[src/rtl/bo_pkg.sv]
package bo_pkg;

  typedef enum logic [1:0] {
    ST_IDLE = 2'd0,
    ST_XMIT = 2'd1,
    ST_WAIT = 2'd2
  } bo_state_e;

  // Exponent of the backoff range after collision n.
  function automatic int unsigned bo_exponent(input int unsigned n,
                                              input logic        offs,
                                              input int unsigned cap,
                                              input int unsigned boost,
                                              input int unsigned boost_limit);
    int unsigned e;
    e = (offs && (n <= boost_limit)) ? (n + boost) : n;
    if (e > cap) e = cap;
    return e;
  endfunction

  // Mask of e low ones: draws land in 0 .. 2^e-1.
  function automatic int unsigned bo_span(input int unsigned e);
    return (32'd1 << e) - 32'd1;
  endfunction

endpackage

[src/rtl/bo_lfsr.sv]
module bo_lfsr #(
  parameter int          W    = 16,
  parameter logic [W-1:0] TAPS = 16'hB400,
  parameter logic [W-1:0] SEED = 16'hACE1
) (
  input  logic         clk,
  input  logic         rst_n,
  output logic [W-1:0] value
);
  logic [W-1:0] q;

  always_ff @(posedge clk) begin
    if (!rst_n)    q <= SEED;
    else if (q[0]) q <= (q >> 1) ^ TAPS;
    else           q <= q >> 1;
  end

  assign value = q;
endmodule

[src/rtl/bo_window.sv]
module bo_window #(
  parameter int SLOT_BITS = 512
) (
  input  logic clk,
  input  logic rst_n,
  input  logic restart,
  input  logic tick,
  output logic late
);
  localparam int WW = $clog2(SLOT_BITS + 1);
  logic [WW-1:0] cnt;

  assign late = (cnt == WW'(SLOT_BITS));

  always_ff @(posedge clk) begin
    if (!rst_n)             cnt <= '0;
    else if (restart)       cnt <= '0;
    else if (tick && !late) cnt <= cnt + WW'(1);
  end
endmodule

[src/rtl/bo_slot_timer.sv]
module bo_slot_timer #(
  parameter int SLOT_BITS = 512,
  parameter int SW        = 10
) (
  input  logic          clk,
  input  logic          rst_n,
  input  logic          tick,
  input  logic          load,
  input  logic          cancel,
  input  logic [SW-1:0] slots,
  output logic          busy,
  output logic          done
);
  localparam int TW = SW + $clog2(SLOT_BITS) + 1;

  logic [TW-1:0] cnt;
  logic          active;
  logic [TW-1:0] total;

  assign total = TW'(slots) * TW'(SLOT_BITS);
  assign busy  = active;
  assign done  = active && (cnt == '0);

  always_ff @(posedge clk) begin
    if (!rst_n || cancel) begin
      active <= 1'b0;
      cnt    <= '0;
    end else if (load) begin
      active <= 1'b1;
      cnt    <= total;
    end else if (active) begin
      if (cnt == '0) active <= 1'b0;
      else if (tick) cnt <= cnt - TW'(1);
    end
  end
endmodule

[src/rtl/backoff_ctl.sv]
module backoff_ctl #(
  parameter int SLOT_BITS    = 512,
  parameter int MAX_ATTEMPTS = 16,
  parameter int EXP_CAP      = 10,
  parameter int BOOST        = 3,
  parameter int BOOST_LIMIT  = 3,
  parameter int LFSR_W       = 16,
  parameter logic [LFSR_W-1:0] LFSR_SEED = 16'hACE1,
  parameter int CNT_W        = $clog2(MAX_ATTEMPTS + 1)
) (
  input  logic             clk,
  input  logic             rst_n,
  input  logic             bit_tick,
  input  logic             tx_start,
  input  logic             col_event,
  input  logic             tx_done,
  input  logic             tx_underrun,
  input  logic             offset_en,
  output logic             retry_ready,
  output logic             backoff_busy,
  output logic             st_sent,
  output logic             st_collided,
  output logic             st_aborted,
  output logic             st_late_col,
  output logic [CNT_W-1:0] col_count
);
  import bo_pkg::*;

  bo_state_e           state;
  logic [LFSR_W-1:0]   rnd;
  logic                late;
  logic                timer_done;
  logic                attempt_start;
  logic                col_hit;
  logic                fin_hit;
  logic                last_try;
  logic                resched;
  logic [CNT_W-1:0]    next_count;
  logic [EXP_CAP-1:0]  draw_mask;
  logic [EXP_CAP-1:0]  draw_slots;

  assign next_count    = col_count + CNT_W'(1);
  assign col_hit       = (state == ST_XMIT) && col_event && !tx_start;
  assign fin_hit       = (state == ST_XMIT) && tx_done && !col_event && !tx_start;
  assign last_try      = col_hit && (next_count == CNT_W'(MAX_ATTEMPTS));
  assign resched       = col_hit && !last_try;
  assign attempt_start = tx_start || timer_done;

  always_comb begin
    draw_mask  = EXP_CAP'(bo_span(bo_exponent(32'(next_count), offset_en,
                                              EXP_CAP, BOOST, BOOST_LIMIT)));
    draw_slots = rnd[EXP_CAP-1:0] & draw_mask;
  end

  bo_lfsr #(.W(LFSR_W), .SEED(LFSR_SEED)) u_lfsr (
    .clk(clk), .rst_n(rst_n), .value(rnd)
  );

  bo_window #(.SLOT_BITS(SLOT_BITS)) u_window (
    .clk(clk), .rst_n(rst_n), .restart(attempt_start),
    .tick(bit_tick), .late(late)
  );

  bo_slot_timer #(.SLOT_BITS(SLOT_BITS), .SW(EXP_CAP)) u_timer (
    .clk(clk), .rst_n(rst_n), .tick(bit_tick), .load(resched),
    .cancel(tx_start), .slots(draw_slots), .busy(backoff_busy),
    .done(timer_done)
  );

  assign retry_ready = timer_done;

  always_ff @(posedge clk) begin
    if (!rst_n) begin
      state       <= ST_IDLE;
      st_sent     <= 1'b0;
      st_collided <= 1'b0;
      st_aborted  <= 1'b0;
      st_late_col <= 1'b0;
      col_count   <= '0;
    end else if (tx_start) begin
      state       <= ST_XMIT;
      st_sent     <= 1'b0;
      st_collided <= 1'b0;
      st_aborted  <= 1'b0;
      st_late_col <= 1'b0;
      col_count   <= '0;
    end else begin
      if (col_hit) begin
        col_count   <= next_count;
        st_collided <= 1'b1;
        if (late) st_late_col <= 1'b1;
      end
      unique case (state)
        ST_XMIT: begin
          if (last_try) begin
            st_aborted <= 1'b1;
            state      <= ST_IDLE;
          end else if (resched) begin
            state <= ST_WAIT;
          end else if (fin_hit) begin
            st_sent <= !tx_underrun;
            state   <= ST_IDLE;
          end
        end
        ST_WAIT: if (timer_done) state <= ST_XMIT;
        default: state <= ST_IDLE;
      endcase
    end
  end
endmodule

[config.mk]
export PLATFORM = sky130hd
export DESIGN_NAME = backoff_ctl
export DESIGN_NICKNAME = d
export VERILOG_FILES = /design/src/rtl/bo_pkg.sv /design/src/rtl/bo_lfsr.sv /design/src/rtl/bo_window.sv /design/src/rtl/bo_slot_timer.sv /design/src/rtl/backoff_ctl.sv
export SDC_FILE = /design/constraint.sdc
export NUM_CORES = 1
export LEC_CHECK = 0
export ABC_AREA = 1
export BUFFER_PORTS_ARGS = -buffer_cell sky130_fd_sc_hd__buf_2
export CAP_MARGIN = 20
export CORE_MARGIN = 5
export CORE_UTILIZATION = 60
export DETAILED_ROUTE_END_ITERATION = 16
export GPL_TIMING_DRIVEN = 0
export PLACE_DENSITY = 0.8
export SLEW_MARGIN = 20
export SYNTH_ARGS = -nofsm -noshare
export SYNTH_HDL_FRONTEND = slang
export SYNTH_SLANG_ARGS = --single-unit
[constraint.sdc]
create_clock -name clk -period 2.7 [get_ports clk]
set_input_delay 0.27 -clock clk [delete_from_list [all_inputs] [get_ports clk]]
set_output_delay 0.27 -clock clk [all_outputs]
set_load 0.02 [all_outputs]
# After elaboration in Yosys (flattened, before gate mapping)
# Cells that the tools add are included.
dict set report op_classes {
  addsub 5
  magnitude_cmp 2
  eq_ne 9
  shift 1
  mux 16
  bitwise_logic 6
  reduce_logical 31
}
# cell count
set op_table {}
lappend op_table {{$mux W19} 4}
lappend op_table {{$logic_not A20 Y1} 1}
lappend op_table {{$sub A20 B1 Y20 const B} 1}
lappend op_table {{$mux W16} 1}
lappend op_table {{$mux W6} 2}
lappend op_table {{$add A10 B1 Y10 const B} 1}
lappend op_table {{$and A10 B10 Y10} 1}
lappend op_table {{$eq A10 B10 Y1 const B} 1}
lappend op_table {{$logic_and A1 B1 Y1} 10}
lappend op_table {{$shl A1 B6 Y10 const A} 1}
lappend op_table {{$sub A10 B1 Y10 const B} 1}
lappend op_table {{$mux W2} 4}
lappend op_table {{$reduce_and A2 Y1} 4}
lappend op_table {{$add A5 B2 Y6 const B} 1}
lappend op_table {{$gt A6 B4 Y1 const B} 1}
lappend op_table {{$logic_not A1 Y1} 6}
lappend op_table {{$reduce_and A3 Y1} 2}
lappend op_table {{$reduce_or A2 Y1} 3}
lappend op_table {{$add A5 B1 Y5 const B} 1}
lappend op_table {{$eq A5 B5 Y1 const B} 1}
lappend op_table {{$le A5 B2 Y1 const B} 1}
lappend op_table {{$ne A5 B5 Y1 const B} 1}
lappend op_table {{$mux W1} 4}
lappend op_table {{$ne A2 B2 Y1 const B} 2}
lappend op_table {{other kinds (10)} 15}
dict set report totals {
  regBits 58
  in_bits 8
}

# Longest topological paths before layout
dict set report logic_depth {
  word_depth 10
  ltp_mapped 19
  mapped_depth_nobuf 19
}

# Modules after synthesis
# Synthesis repeated with hierarchy kept, for this count alone.
dict set report hier_totals {
  cells_unflattened 543
  area_unflattened_um2 3603.5
}
# module instances cells_each area_each_um2 seq_area_each_um2
set modules_own_cells {}
lappend modules_own_cells {bo_slot_timer 1 226 1403.8 420.4}
lappend modules_own_cells {backoff_ctl 1 161 1039.7 220.2}
lappend modules_own_cells {bo_window 1 100 648.1 200.2}
lappend modules_own_cells {bo_lfsr 1 56 511.7 320.3}

# Least setup slack after synthesis
# OpenSTA, ideal clock, no wires.
dict set report synth_timing {
  path_kind {flip-flop to flip-flop}
  from {reg col_count[0]}
  to {reg u_timer.cnt[15]}
  setup_ps 113
  arrival_ps 2279
  required_ps 2587
  slack_ps 308
  path_stages_with_launch 20
  path_buffers 0
  synth_period_minus_slack_ps 2392
  path_cell_list {dfxtp_1 > inv_1 > ha_1 > nor2_1 > nand2_1 > nand2_1 > nor2_2 > nand2_2 > nand2_1 > nand2_2 > nand2_2 > inv_2 > nand3_1 > ha_1 > inv_1 > nor2_4 > o21ai_2 > nand2_1 > nand3_1 > nand2_1}
}
dict set report synth_between {
  elab_chain_len 10
  word_cells_on_any_way 19
}
# element line_no
set synth_lines {}
lappend synth_lines {{start, declared} backoff_ctl.sv:25} ;# output logic [CNT_W-1:0] col_count
lappend synth_lines {{start signal, assigned} backoff_ctl.sv:89} ;# col_count <= next_count;
lappend synth_lines {{$add A5 B1 Y5 (*)} backoff_ctl.sv:42} ;# assign next_count = col_count + CNT_W'(1);
lappend synth_lines {{via next_count[0]} backoff_ctl.sv:38} ;# logic [CNT_W-1:0] next_count;
lappend synth_lines {{$le A5 B2 Y1} bo_pkg.sv:16} ;# e = (offs && (n <= boost_limit)) ? (n + boost) : n;
lappend synth_lines {{$logic_and A1 B1 Y1} bo_pkg.sv:16}
lappend synth_lines {{$mux W6} bo_pkg.sv:16}
lappend synth_lines {{$gt A6 B4 Y1} bo_pkg.sv:17} ;# if (e > cap) e = cap;
lappend synth_lines {{$mux W6} bo_pkg.sv:17}
lappend synth_lines {{$shl A1 B6 Y10} bo_pkg.sv:23} ;# return (32'd1 << e) - 32'd1;
lappend synth_lines {{$sub A10 B1 Y10} bo_pkg.sv:23}
lappend synth_lines {{$and A10 B10 Y10} backoff_ctl.sv:52} ;# draw_slots = rnd[EXP_CAP-1:0] & draw_mask;
lappend synth_lines {{$mux W19} bo_slot_timer.sv:28} ;# end else if (load) begin
lappend synth_lines {{end signal, assigned} bo_slot_timer.sv:30} ;# cnt <= total;
lappend synth_lines {{end signal, assigned} bo_slot_timer.sv:33} ;# else if (tick) cnt <= cnt - TW'(1);
lappend synth_lines {{end, declared} bo_slot_timer.sv:16} ;# logic [TW-1:0] cnt;
# The timed path passes the listed nets; every way through them passes the cells marked *.
# A chain may end at the register's enable or synchronous reset.

# Worst setup path after layout
# Same ends and word-level chain as after synthesis.

==> results.sh <==
export IMPL_grt_use_total=0.220
export IMPL_r2r_start="col_count[0]"
export IMPL_totalPowerFinal_mw=1.94
export IMPL_fin_nets=481
export IMPL_cts_buffer_depth=2
export IMPL_syn_avg_cell_area_sq_um=7.03
export IMPL_cp_required_ns=2.93
export IMPL_synth_top_area_frac=0.378
export IMPL_h_tree_depth=3
export IMPL_drc=0
export IMPL_status="finished, final reports clean"
export IMPL_path_clk_slew_ns=0.07
export IMPL_syn_inst=437
export IMPL_p_per_area_nw_per_um2=558
export IMPL_yosysMostFrequentCell="nand2_1"
export IMPL_area_delta_synth_final_pct=12.9
export IMPL_postRouteAntennaNets=0
export IMPL_dr_total_vias=2805
export IMPL_use_met3=0.0789
export IMPL_holdBufCountCts=0
export IMPL_ff_latch_area_sq_um=1160
export IMPL_clock_latency_ns=0.34
export IMPL_yosysSeqAreaShare=0.378
export IMPL_slew_viol_final=0
export IMPL_synthTopCellsByCount="79 x nand2_1, 64 x inv_1, 58 x dfxtp_1, 48 x nor2_1, 31 x nand3_1"
export IMPL_combPwrFrac=0.084
export IMPL_finalInstanceArea_sq_um=3470
export IMPL_syn_cell_area_sq_um=3070
export IMPL_core_sq_um=5040
export IMPL_dpl_hpwl_microns=4820
export IMPL_antennaDiodeCount=0
export IMPL_ys_flop_type="dfxtp_1"
export IMPL_peakVddDrop_v=0.000381
export IMPL_grt_pass1_wl_microns=11300
export IMPL_antenna_found_initial=0
export IMPL_synth_edf_count=0
export IMPL_max_slew_margin=0.697
export IMPL_path_class="reg -> reg"
export IMPL_max_cap_violations=0
export IMPL_synthTopCellsByArea="dfxtp_1 38%, nand2_1 9.6%, inv_1 7.8%"
export IMPL_finalWirelength_microns=6480
export IMPL_power_leakage_nw=1.68
export IMPL_switching_power_mw=0.461
export IMPL_crit_fanout=7
export IMPL_p_clk_frac=0.456
export IMPL_setup_tns_ns=0
export IMPL_period_share=0.902
export IMPL_grt_overflow=0
export IMPL_rsz0062_at_grt="false"
export IMPL_crit_path_start_kind="register"
export IMPL_grt_pass1_vias=2615
export IMPL_worstHoldStart="tx_underrun"
export IMPL_fill_cells=437
export IMPL_hold_class="in -> reg"
export IMPL_port_buffers=18
export IMPL_worst_pin_slew_ns=0.455
export IMPL_grt_max_degree=11
export IMPL_start_util=0.609
export IMPL_core_rowCount=26
export IMPL_clock_root_buffer="clkbuf_8"
export IMPL_cp_startpoint="col_count[0]"
export IMPL_power_frac_seq=0.460
export IMPL_dieHeight_microns=81.6
export IMPL_grt_met1_usage=0.264
export IMPL_tritoncts="done"
export IMPL_place_area_sq_um=3250
export IMPL_multi_input_area_sq_um=1600
export IMPL_crit_path_end_kind="register"
export IMPL_die_area_sq_um=6650
export IMPL_drt_iter0_markers=153
export IMPL_synth_seq_cells=58
export IMPL_busiest_layer="met2"
export IMPL_wl_per_cell_microns=12.0
export IMPL_p_sw_frac=0.238
export IMPL_cts_sinks=58
export IMPL_worstPathArrival_ns=2.66
export IMPL_skew_ns=0.0107
export IMPL_min_period_ns=2.44
export IMPL_syn_nets=452
export IMPL_viasPerCell=5.18
export IMPL_fmax_ghz=0.411
export IMPL_drtPass1Iterations=5
export IMPL_drive_above_1_share=0.172
export IMPL_utilization=0.688
export IMPL_yosysWarnings=0
export IMPL_post_cts_buffers=0
export IMPL_cell_internal_pwr_mw=1.48
export IMPL_gp_congestion=0.868
export IMPL_synthArstFlopShare=0
export IMPL_yosys_cell_types_count=39
export IMPL_final_setup_viol_count=0
export IMPL_die_x_microns=81.6
export IMPL_synth_area_leader_cell="dfxtp_1"
export IMPL_io_pins=19
export IMPL_hold_violations=0
export IMPL_met2_usage=0.361
export IMPL_cts_buffers=9
-- state kept, by name (all words and copies together) (netlist names) --
name and flops:
st_sent 1, u_timer.busy 1, st_late_col 1, u_timer.cnt 20
st_collided 1, u_lfsr.value 16, state 2, u_window.cnt 10
col_count 5, st_aborted 1
-- final timing paths --
path / to / slack (ns) / cells after the start
hold / removal: st_sent / 0.14 / 2
setup / recovery: u_timer.cnt[15] / 0.26 / 19
hold reg to reg: u_lfsr.value[11] / 0.42 / 1
setup reg to reg: u_timer.cnt[15] / 0.26 / 19
-- timing repair --
action / in CTS / in global routing
hold endpoints to repair: 0 / 0
resized for setup: 0 / 2
endpoints found under the setup margin: 0 / 5
-- power by group through the flow --
stage          clock network, mW  registers, mW  logic, mW
3_5_place_dp                   0          0.909      0.162
4_1_cts                    0.895          0.890      0.163
6_report                   0.883          0.891      0.164
5_1_grt                    0.955          0.892      0.183
3_3_place_gp                   0          0.908      0.158
2_1_floorplan                  0          0.908      0.121
-- layout make-up --
type | instances | area share
well taps | 70 | 0.0252
repair buffers | 18 | 0.0260
inverters | 73 | 0.0804
plain buffers | 5 | 0.00865
clock buffers | 11 | 0.0407
flip-flops and latches | 58 | 0.335
multi-input cells | 301 | 0.462
clock inverters | 5 | 0.0224
-- per-layer routing --
metal	wire [microns]	share of wire
met5	0	0
met3	255	0.039
met4	125	0.019
met2	3120	0.48
met1	2980	0.46
-- critical path, cell delays in order (launching register included) --
cell     delay [ns]
dfxtp_2        0.39
inv_1          0.12
ha_1           0.35
nor2_1         0.11
nand2_1        0.08
nand2_1        0.09
nor2_2         0.05
nand2_2        0.09
nand2_1        0.07
nand2_2        0.11
nand2_2        0.10
inv_2          0.07
nand3_2        0.08
ha_1           0.23
inv_2          0.11
nor2_4         0.05
o21ai_2        0.04
nand2_1        0.06
nand3_1        0.07
nand2_1        0.06
-- cell usage in the layout (no fill, tap or decap), types with 18 or more instances in the layout --
master and instances:
nand2_1 79, inv_1 63, dfxtp_1 57, nor2_1 48, nand3_1 31, a21oi_1 28, o21ai_0 22, buf_2 18
-- cells by family (layout without fill, tap and decap cells) --
group | after synthesis | count (layout) | share of synthesized area
buffers and inverters | 78 | 112 | 0.101
and+or+nand+nor | 217 | 217 | 0.349
xor gates and xnor gates | 6 | 6 | 0.0171
AOI/OAI and AO/OA | 71 | 71 | 0.127
adders and majority gates | 7 | 7 | 0.0285
DFF | 58 | 58 | 0.378
-- per-stage QoR --
step                worst slack (ns)  std cells  hold WS (ns)
finish                         0.264        541         0.140
global route                  0.0461        541         0.112
CTS                           0.0928        541         0.126
detailed placement             0.133        525         0.409
global placement               0.195        525         0.394
floorplan                      0.308        437         0.379
Power figures use the tool's default switching activity.
